### config.mk
export PLATFORM = sky130hd
export DESIGN_NAME = vlip_parser
export DESIGN_NICKNAME = d
export VERILOG_FILES = /design/src/rtl/vlip_pkg.sv /design/src/rtl/vlip_collect.sv /design/src/rtl/vlip_decode.sv /design/src/rtl/vlip_hold.sv /design/src/rtl/vlip_parser.sv
export SDC_FILE = /design/constraint.sdc
export NUM_CORES = 1
export LEC_CHECK = 0
export CAP_MARGIN = 15
export CORE_MARGIN = 2
export CORE_UTILIZATION = 40
export CTS_BUF_LIST = sky130_fd_sc_hd__clkbuf_4
export CTS_CLUSTER_DIAMETER = 30
export DETAILED_ROUTE_END_ITERATION = 10
export DONT_BUFFER_PORTS = 1
export SKIP_LAST_GASP = 1
export SYNTH_ARGS = -nofsm -noshare
export SYNTH_HDL_FRONTEND = slang
export SYNTH_SLANG_ARGS = --single-unit
### constraint.sdc
create_clock -name clk -period 6.1 [get_ports clk]
set_input_delay 0.305 -clock clk [delete_from_list [all_inputs] [get_ports clk]]
set_output_delay 0.305 -clock clk [all_outputs]
set_load 0.1 [all_outputs]
### src/rtl/vlip_pkg.sv
package vlip_pkg;
  localparam int BYTE_W    = 8;
  localparam int MAX_BYTES = 6;
  localparam int CNT_W     = $clog2(MAX_BYTES);
  localparam int WORD_W    = BYTE_W * MAX_BYTES;

  typedef enum logic [2:0] {
    FMT_RR = 3'd0, FMT_RX = 3'd1, FMT_RS = 3'd2,
    FMT_SI = 3'd3, FMT_SS = 3'd4, FMT_S  = 3'd5
  } fmt_e;

  typedef struct packed {
    logic [2:0]  nbytes;
    fmt_e        fmt;
    logic [15:0] opcode;
    logic [3:0]  ra;
    logic [3:0]  rb;
    logic [3:0]  base1;
    logic [11:0] disp1;
    logic [3:0]  base2;
    logic [11:0] disp2;
    logic [7:0]  imm;
    logic        illegal;
  } rec_t;

  // Length class from the two top bits of the leading byte.
  function automatic logic [2:0] insn_bytes(input logic [7:0] op);
    case (op[7:6])
      2'b00:   insn_bytes = 3'd2;
      2'b11:   insn_bytes = 3'd6;
      default: insn_bytes = 3'd4;
    endcase
  endfunction

  function automatic fmt_e pick_format(input logic [7:0] op,
                                       input logic is_s, input logic is_si);
    if (op[7:6] == 2'b00)      pick_format = FMT_RR;
    else if (op[7:6] == 2'b11) pick_format = FMT_SS;
    else if (is_s)             pick_format = FMT_S;
    else if (is_si)            pick_format = FMT_SI;
    else if (op[7:6] == 2'b01) pick_format = FMT_RX;
    else                       pick_format = FMT_RS;
  endfunction

  // Field split; word holds byte0 in its top byte.
  function automatic rec_t split_fields(input logic [WORD_W-1:0] w, input fmt_e f);
    logic [7:0] b0, b1, b2, b3, b4, b5;
    rec_t r;
    {b0, b1, b2, b3, b4, b5} = w;
    r         = '0;
    r.fmt     = f;
    r.nbytes  = insn_bytes(b0);
    r.opcode  = {8'h00, b0};
    r.illegal = (b0 == 8'h00);
    case (f)
      FMT_RR: begin r.ra = b1[7:4]; r.rb = b1[3:0]; end
      FMT_RX, FMT_RS: begin
        r.ra = b1[7:4]; r.rb = b1[3:0];
        r.base2 = b2[7:4]; r.disp2 = {b2[3:0], b3};
      end
      FMT_SI: begin
        r.imm = b1; r.base1 = b2[7:4]; r.disp1 = {b2[3:0], b3};
      end
      FMT_SS: begin
        r.imm = b1; r.base1 = b2[7:4]; r.disp1 = {b2[3:0], b3};
        r.base2 = b4[7:4]; r.disp2 = {b4[3:0], b5};
      end
      default: begin
        r.opcode = {b0, b1}; r.base2 = b2[7:4]; r.disp2 = {b2[3:0], b3};
      end
    endcase
    return r;
  endfunction
endpackage

### src/rtl/vlip_collect.sv
module vlip_collect
  import vlip_pkg::*;
(
  input  logic              clk,
  input  logic              rst,
  input  logic              in_valid,
  input  logic [7:0]        in_byte,
  input  logic              sink_free,
  output logic              in_ready,
  output logic              byte_take,
  output logic              insn_done,
  output logic [CNT_W-1:0]  fill_cnt,
  output logic [WORD_W-1:0] word
);
  logic [CNT_W-1:0] cnt;
  logic [7:0]       held [MAX_BYTES];
  logic [7:0]       lead;
  logic [2:0]       need;
  logic             at_last;

  assign lead    = (cnt == '0) ? in_byte : held[0];
  assign need    = insn_bytes(lead);
  assign at_last = (cnt != '0) && ({1'b0, cnt} + 4'd1 == {1'b0, need});

  assign in_ready  = !at_last || sink_free;
  assign byte_take = in_valid && in_ready;
  assign insn_done = byte_take && at_last;
  assign fill_cnt  = cnt;

  always_comb begin
    for (int k = 0; k < MAX_BYTES; k++)
      word[WORD_W-1-BYTE_W*k -: BYTE_W] = (cnt == CNT_W'(k)) ? in_byte : held[k];
  end

  always_ff @(posedge clk) begin
    if (rst) begin
      cnt <= '0;
    end else if (byte_take) begin
      cnt <= at_last ? '0 : cnt + 1'b1;
    end
  end

  always_ff @(posedge clk) begin
    for (int k = 0; k < MAX_BYTES; k++)
      if (byte_take && cnt == CNT_W'(k)) held[k] <= in_byte;
  end
endmodule

### src/rtl/vlip_decode.sv
module vlip_decode
  import vlip_pkg::*;
#(
  parameter int                  NUM_SPFX  = 2,
  parameter logic [NUM_SPFX*8-1:0] SPFX_LIST = {8'hB3, 8'hB2},
  parameter logic [31:0]         SI_MAP    = 32'h00FF_0000
) (
  input  logic [WORD_W-1:0] word,
  output rec_t              rec
);
  logic [7:0]          op;
  logic [NUM_SPFX-1:0] spfx_hit;
  logic                is_s, is_si;

  assign op = word[WORD_W-1 -: 8];

  for (genvar g = 0; g < NUM_SPFX; g++) begin : g_spfx
    assign spfx_hit[g] = (op == SPFX_LIST[g*8 +: 8]);
  end

  assign is_s  = |spfx_hit;
  assign is_si = (op[7:5] == 3'b100) && SI_MAP[op[4:0]];
  assign rec   = split_fields(word, pick_format(op, is_s, is_si));
endmodule

### src/rtl/vlip_hold.sv
module vlip_hold
  import vlip_pkg::*;
(
  input  logic clk,
  input  logic rst,
  input  logic load,
  input  rec_t rec_in,
  input  logic out_ready,
  output logic out_valid,
  output logic sink_free,
  output rec_t rec_out
);
  assign sink_free = !out_valid || out_ready;

  always_ff @(posedge clk) begin
    if (rst) begin
      out_valid <= 1'b0;
      rec_out   <= '0;
    end else if (load) begin
      out_valid <= 1'b1;
      rec_out   <= rec_in;
    end else if (out_ready) begin
      out_valid <= 1'b0;
    end
  end
endmodule

### src/rtl/vlip_parser.sv
module vlip_parser
  import vlip_pkg::*;
#(
  parameter int                    NUM_SPFX  = 2,
  parameter logic [NUM_SPFX*8-1:0] SPFX_LIST = {8'hB3, 8'hB2},
  parameter logic [31:0]           SI_MAP    = 32'h00FF_0000
) (
  input  logic        clk,
  input  logic        rst,
  input  logic        in_valid,
  output logic        in_ready,
  input  logic [7:0]  in_byte,
  output logic        out_valid,
  input  logic        out_ready,
  output logic [2:0]  out_fmt,
  output logic [2:0]  out_nbytes,
  output logic [15:0] out_opcode,
  output logic [3:0]  out_ra,
  output logic [3:0]  out_rb,
  output logic [3:0]  out_base1,
  output logic [11:0] out_disp1,
  output logic [3:0]  out_base2,
  output logic [11:0] out_disp2,
  output logic [7:0]  out_imm,
  output logic        out_illegal
);
  // Named internal events for the checker
  logic              byte_take, insn_done, sink_free;
  logic [CNT_W-1:0]  fill_cnt;
  logic [WORD_W-1:0] word;
  rec_t              dec_rec, out_rec;

  vlip_collect u_collect (
    .clk(clk), .rst(rst), .in_valid(in_valid), .in_byte(in_byte),
    .sink_free(sink_free), .in_ready(in_ready), .byte_take(byte_take),
    .insn_done(insn_done), .fill_cnt(fill_cnt), .word(word)
  );

  vlip_decode #(.NUM_SPFX(NUM_SPFX), .SPFX_LIST(SPFX_LIST), .SI_MAP(SI_MAP)) u_decode (
    .word(word), .rec(dec_rec)
  );

  vlip_hold u_hold (
    .clk(clk), .rst(rst), .load(insn_done), .rec_in(dec_rec),
    .out_ready(out_ready), .out_valid(out_valid), .sink_free(sink_free),
    .rec_out(out_rec)
  );

  assign out_fmt     = out_rec.fmt;
  assign out_nbytes  = out_rec.nbytes;
  assign out_opcode  = out_rec.opcode;
  assign out_ra      = out_rec.ra;
  assign out_rb      = out_rec.rb;
  assign out_base1   = out_rec.base1;
  assign out_disp1   = out_rec.disp1;
  assign out_base2   = out_rec.base2;
  assign out_disp2   = out_rec.disp2;
  assign out_imm     = out_rec.imm;
  assign out_illegal = out_rec.illegal;
endmodule

After elaboration in Yosys (flattened, before gate mapping):

Memories as Yosys holds them, arrays and structs flattened.
Cells that the tools add are included.

* RAM bits: 48
* register bits: 75
* memory bits (read-only): 32
* input bits: 12
* word-level logic and storage cells: 111
* memories: 2

* mux-type cells: 48
* equality and inequality tests: 15
* add/subtract/negate cells: 2
* reduce and logical (&&, ||, !) cells: 30
* $lt $le $gt $ge: 1

Memories
* u_collect.held: depth 6, bits a word 8, read ports 6, clocked after memory_dff 0, write ports 1, RTL line vlip_collect.sv:16 `logic [7:0] held [MAX_BYTES];`
* (name not given): depth 32, bits a word 1, read ports 1, clocked after memory_dff 0, write ports 0, RTL line vlip_decode.sv:22 `assign is_si = (op[7:5] == 3'b100) && SI_MAP[op[4:0]];`

Operator list (count)
* $mux 8: 13
* $reduce_or 8->1: 5
* $mux 16: 2
* $pmux 16 s2: 1
* $mux 3: 10
* $mux 1: 20
* $eq 8x8->1 const B: 2
* $eq 3x2->1 const B: 4
* $eq 3x3->1 const B: 4
* $logic_and 1x1->1: 10
* $logic_not 8->1: 1
* $eq 3x1->1 const B: 2
* $logic_not 3->1: 2
* $lt 5x6->1 const B: 1
* $pmux 3 s2: 1
* $reduce_or 2->1: 3
* $reduce_or 5->1: 1
* $add 3x1->4 const B: 1
* $eq 4x3->1: 1
* $add 3x1->3 const B: 1
* $reduce_bool 3->1: 1
* $reduce_or 3->1: 1
* $eq 2x1->1 const B: 1
* $eq 2x2->1 const B: 1
* other kinds (5): 7

Depth between registers and ports, before layout:

* depth in word-level cells: 18
* depth in mapped cells: 14

Cells and area by module:

A second synthesis with hierarchy kept.

* cell total of the unflattened synthesis: 515
* area, all modules: 5881.9 um^2

By module, submodules not included
* vlip_hold: instances 1, cells an instance 233, area each 2582.5 um^2
* vlip_collect: instances 1, cells an instance 140, area each 2322.2 um^2
* vlip_decode: instances 1, cells an instance 142, area each 977.2 um^2

Least setup slack after synthesis:

Ideal clock, no wire load.

* kind: register to register
* start: register u_collect.cnt[0], in the netlist u_collect.fill_cnt[0]
* end: memory u_collect.held[3][0], enable pin
* arrival time: 3.005 ns
* path slack: 2.817 ns
* cell stages (with the launch flop): 12
* clock period less this slack: 3.283 ns
* cells stage by stage: dfxtp_1 -> inv_1 -> ha_1 -> nor2b_1 -> buf_2 -> mux2_2 -> inv_1 -> ha_1 -> xor2_1 -> nand4_4 -> or2_2 -> and3_1

* longest elaborated chain between the ends: 18

Ends and longest elaborated chain
* from (decl): RTL line vlip_collect.sv:15 `logic [CNT_W-1:0] cnt;`
* from (signal assigned): RTL line vlip_collect.sv:39 `cnt <= at_last ? '0 : cnt + 1'b1;`
* $logic_not 3->1: RTL line vlip_collect.sv:21 `assign lead = (cnt == '0) ? in_byte : held[0];`
* $mux 8: RTL line vlip_collect.sv:21
* $eq 2x2->1 / $logic_not 2->1 (equally long branches): RTL line vlip_pkg.sv:28 `case (op[7:6])`
* $pmux 3 s2: RTL line vlip_pkg.sv:28
* $eq 4x3->1: RTL line vlip_collect.sv:23 `assign at_last = (cnt != '0) && ({1'b0, cnt} + 4'd1 == {1'b0, need});`
* $logic_and 1x1->1 (*): RTL line vlip_collect.sv:23
* $logic_not 1->1 (*): RTL line vlip_collect.sv:25 `assign in_ready = !at_last || sink_free;`
* $logic_or 1x1->1 (*): RTL line vlip_collect.sv:25
* named net in_ready: RTL line vlip_parser.sv:11 `output logic in_ready,`
* $logic_and 1x1->1 (*): RTL line vlip_collect.sv:26 `assign byte_take = in_valid && in_ready;`
* $logic_and 1x1->1: RTL line vlip_collect.sv:45 `if (byte_take && cnt == CNT_W'(k)) held[k] <= in_byte;`
* $mux 1: RTL line vlip_collect.sv:45
* $mux 1 (not written as such): RTL line vlip_collect.sv:45
* $reduce_or 8->1 (no line)
* $mux 3 (no line) / $mux 1 (equally long branches) (5 in a row)
* to (decl): RTL line vlip_collect.sv:16

Mark *: on every way through the listed nets, which the timed path passes. The rest lies on a longest branch.

Worst setup path after layout:

* start: register u_collect.cnt[0], in the netlist u_collect.fill_cnt[0]
* end: output port in_ready

* longest elaborated chain between the ends: 8

Ends and longest elaborated chain (RTL line)
* $logic_not 3->1: vlip_collect.sv:21
* $mux 8: vlip_collect.sv:21
* $eq 2x2->1 / $logic_not 2->1 (equally long branches): vlip_pkg.sv:28
* $pmux 3 s2: vlip_pkg.sv:28
* $eq 4x3->1: vlip_collect.sv:23
* $logic_and 1x1->1 (*): vlip_collect.sv:23
* $logic_not 1->1 (*): vlip_collect.sv:25
* $logic_or 1x1->1 (*): vlip_collect.sv:25
* to (decl): vlip_parser.sv:11

Mark *: on every way between the ends. The rest lies on a longest branch, timed or not.

==> metrics.txt <==
# H-tree levels=4; CP arrival=3760 ps; post-route design area=5640 µm²; Peak VDD IR=0.122 mV; skew final=14.5 ps; most common cell after layout, fill and taps aside=nand2_1; share of layout cells above drive strength 1=15.8%; fin crit share=66.6%; initial antenna violation count=0; vias per inst=5.47; Max-cap violations=0; Final Max Slew Viols=0; Routed WL=13,800 µm; Top Ports=85; floorplan die width=118 µm; worst rel slew slack=30.8%; FFs w/ async S/R, synth=0%; HPWL Detailed=8310 µm; leading area contributor after synthesis=dfxtp_1; Total Power=0.00158 W; Fin Hold WS=43.0 ps; clk buf depth=2; unrepaired setup endpoints after global routing=false; DR DRC count=0; Port-buffer cells=0; most frequent cells in the layout=75 x nand2_1, 74 x dfxtp_1, 48 x edfxtp_1; RePlAce Congestion=0.836; outcome=completed; Achievable Freq=0.246 GHz; die area=14,000 µm²; critical path type=reg -> out; final setup TNS=0 ps; sequential area share after synthesis=56.0%; area added between synthesis and finish=8.16%; Critical Path RT=5790 ps; Mapped Cells=471; final setup vio count=0; Register Area=2920 µm²; maximum fanout along the worst path=9; Post-synth EDFFs=48; core area=12,700 µm²; Routed Antenna Nets=0; warnings from Yosys=0; register bit total from synthesis=122; Post-CTS Resized=0; Hold Crit Class=in -> reg; Setup crit start kind=flop; first-pass GRT wire length=20,900 µm; Final min period=4070 ps; CTS buffer count=17; placed inst area=5270 µm²; Initial Util=41.2%; final net count=489; TritonCTS clock tree=built; 1st-pass router iterations=5; cell area power density=281 nW/µm²; Leak Pwr=2.04 nW; main area contributors after synthesis=dfxtp_1 28%, edfxtp_1 28%, nand2_1 5.4%, mux2i_1 5.0%, mux2_2 4.1%; DP Worst Slack=2100 ps; Cell variety after synth=56; Top FF cell, synth=dfxtp_1; Fillers=1,217; largest net degree at the start of global routing=48; Synth Cell Area=5220 µm²; Routed WL per cell=21.1 µm; Hold Fails Final Rpt=0; 1st-iter DRT viols=284; GRT Residual Overflow=0; DR vias=3,570; global-route usage over all layers=20.2%; Slew @ Worst Pin=1040 ps; Synth Net Count=492; root buf cell=clkbuf_4; multi-input combinational cell area=2080 µm²; n_diodes=0; Worst Setup Slack, final=2030 ps; worst skew pair latency=530 ps; row count=41; Reg clk slew, reported paths=110 ps; Yosys top cell area share=28.4%; crit end category=primary output; chip height=118 µm; vias in the first global route=3,465; Mean Syn Cell Area=11.1 µm²; clock sinks=122
[sequential cells by signal, summed over array words and instances (netlist names)]
register / cells
u_collect.fill_cnt: 3
u_collect.held: 48
u_hold.out_valid: 1
u_hold.rec_out: 70
[Yosys cell counts, types with 2 or more instances]
| cell | number |
|---|---|
| nor3_2 | 9 |
| xnor2_1 | 2 |
| or2_1 | 3 |
| o21ai_1 | 7 |
| and2_1 | 3 |
| o31ai_2 | 8 |
| o211ai_1 | 5 |
| nand3_1 | 4 |
| buf_2 | 9 |
| or4_1 | 2 |
| buf_1 | 4 |
| ha_1 | 9 |
| nand2b_1 | 3 |
| a211oi_1 | 2 |
| buf_6 | 5 |
| nor2_1 | 33 |
| o311a_1 | 16 |
| nand4b_1 | 2 |
| edfxtp_1 | 48 |
| o21ai_0 | 20 |
| nor3_1 | 12 |
| or3_1 | 2 |
| clkbuf_1 | 15 |
| inv_1 | 11 |
| nand3b_1 | 2 |
| mux2_2 | 19 |
| nor4bb_1 | 2 |
| nand2_1 | 75 |
| mux2i_1 | 26 |
| a211o_1 | 2 |
| a21oi_1 | 13 |
| dfxtp_1 | 74 |
[critical path: stages (launching register included)]
cell and delay, ps:
dfxtp_1 350, inv_1 120, ha_1 260, nor2b_1 600
mux2_2 450, inv_1 110, ha_1 270, xor2_1 270
nand4_4 190, or2_2 580
[final timing paths]
check | start | endpoint | slack, ps | cells past startpoint
worst max-delay path | u_collect.fill_cnt[0]$_SDFFE_PP0N_ | in_ready | 2030 | 9
worst min-delay path | in_byte[6] | u_hold.rec_out[31]$_SDFFE_PP0P_ | 40 | 2
worst max register to register | u_collect.fill_cnt[0]$_SDFFE_PP0N_ | u_hold.rec_out[67]$_SDFFE_PP0P_ | 2060 | 11
worst min register to register | u_collect.held[3][1]$_DFFE_PP_ | u_hold.rec_out[26]$_SDFFE_PP0P_ | 580 | 2
[metrics by stage]
stage | utilization, % | cells
after floorplan | - | 471
after global placement | 41.6 | 611
after detailed placement | 41.6 | 611
after CTS | 44.5 | 653
after global routing | 44.5 | 653
final | 44.5 | 653
[per-layer routing]
metal	global-route usage, %	vias up	part of all wire (%)
met2	32.4	121	48
met4	7.83	0	1.6
met3	8.69	18	9.5
met5	0	-	0
li1	-	1687	-
met1	23.8	1744	41
[power breakdown]
part | internal, W | switching, W
combinational | 0.0000467 | 0.000110
clock | 0.000248 | 0.000285
sequential | 0.000861 | 0.0000326
total | 0.00116 | 0.000427
[timing repair]
| item | CTS | global route |
|---|---|---|
| hold endpoints to repair | 94 | 0 |
| buffers inserted | 0 | 0 |
| hold buffers | 10 | 0 |
[layout make-up]
class / count / share of cell area [%]
well taps: 172 / 3.82
multi-input cells: 304 / 36.8
inverters: 11 / 0.732
clock inverters: 12 / 1.91
repair buffers: 12 / 2.22
clock buffers: 20 / 2.66
flip-flops and latches: 122 / 51.8
[logic make-up after synthesis]
family | after synthesis | synth area share (%)
flops | 122 | 56.0
fa+ha+maj | 9 | 2.16
xor+xnor | 3 | 0.504
compound gates | 86 | 12.4
buf+inv | 45 | 4.25
other cells | 1 | 0.0719
simple gates | 159 | 15.1
mux | 46 | 9.53
No activity file was read; power rests on OpenSTA's default activity.
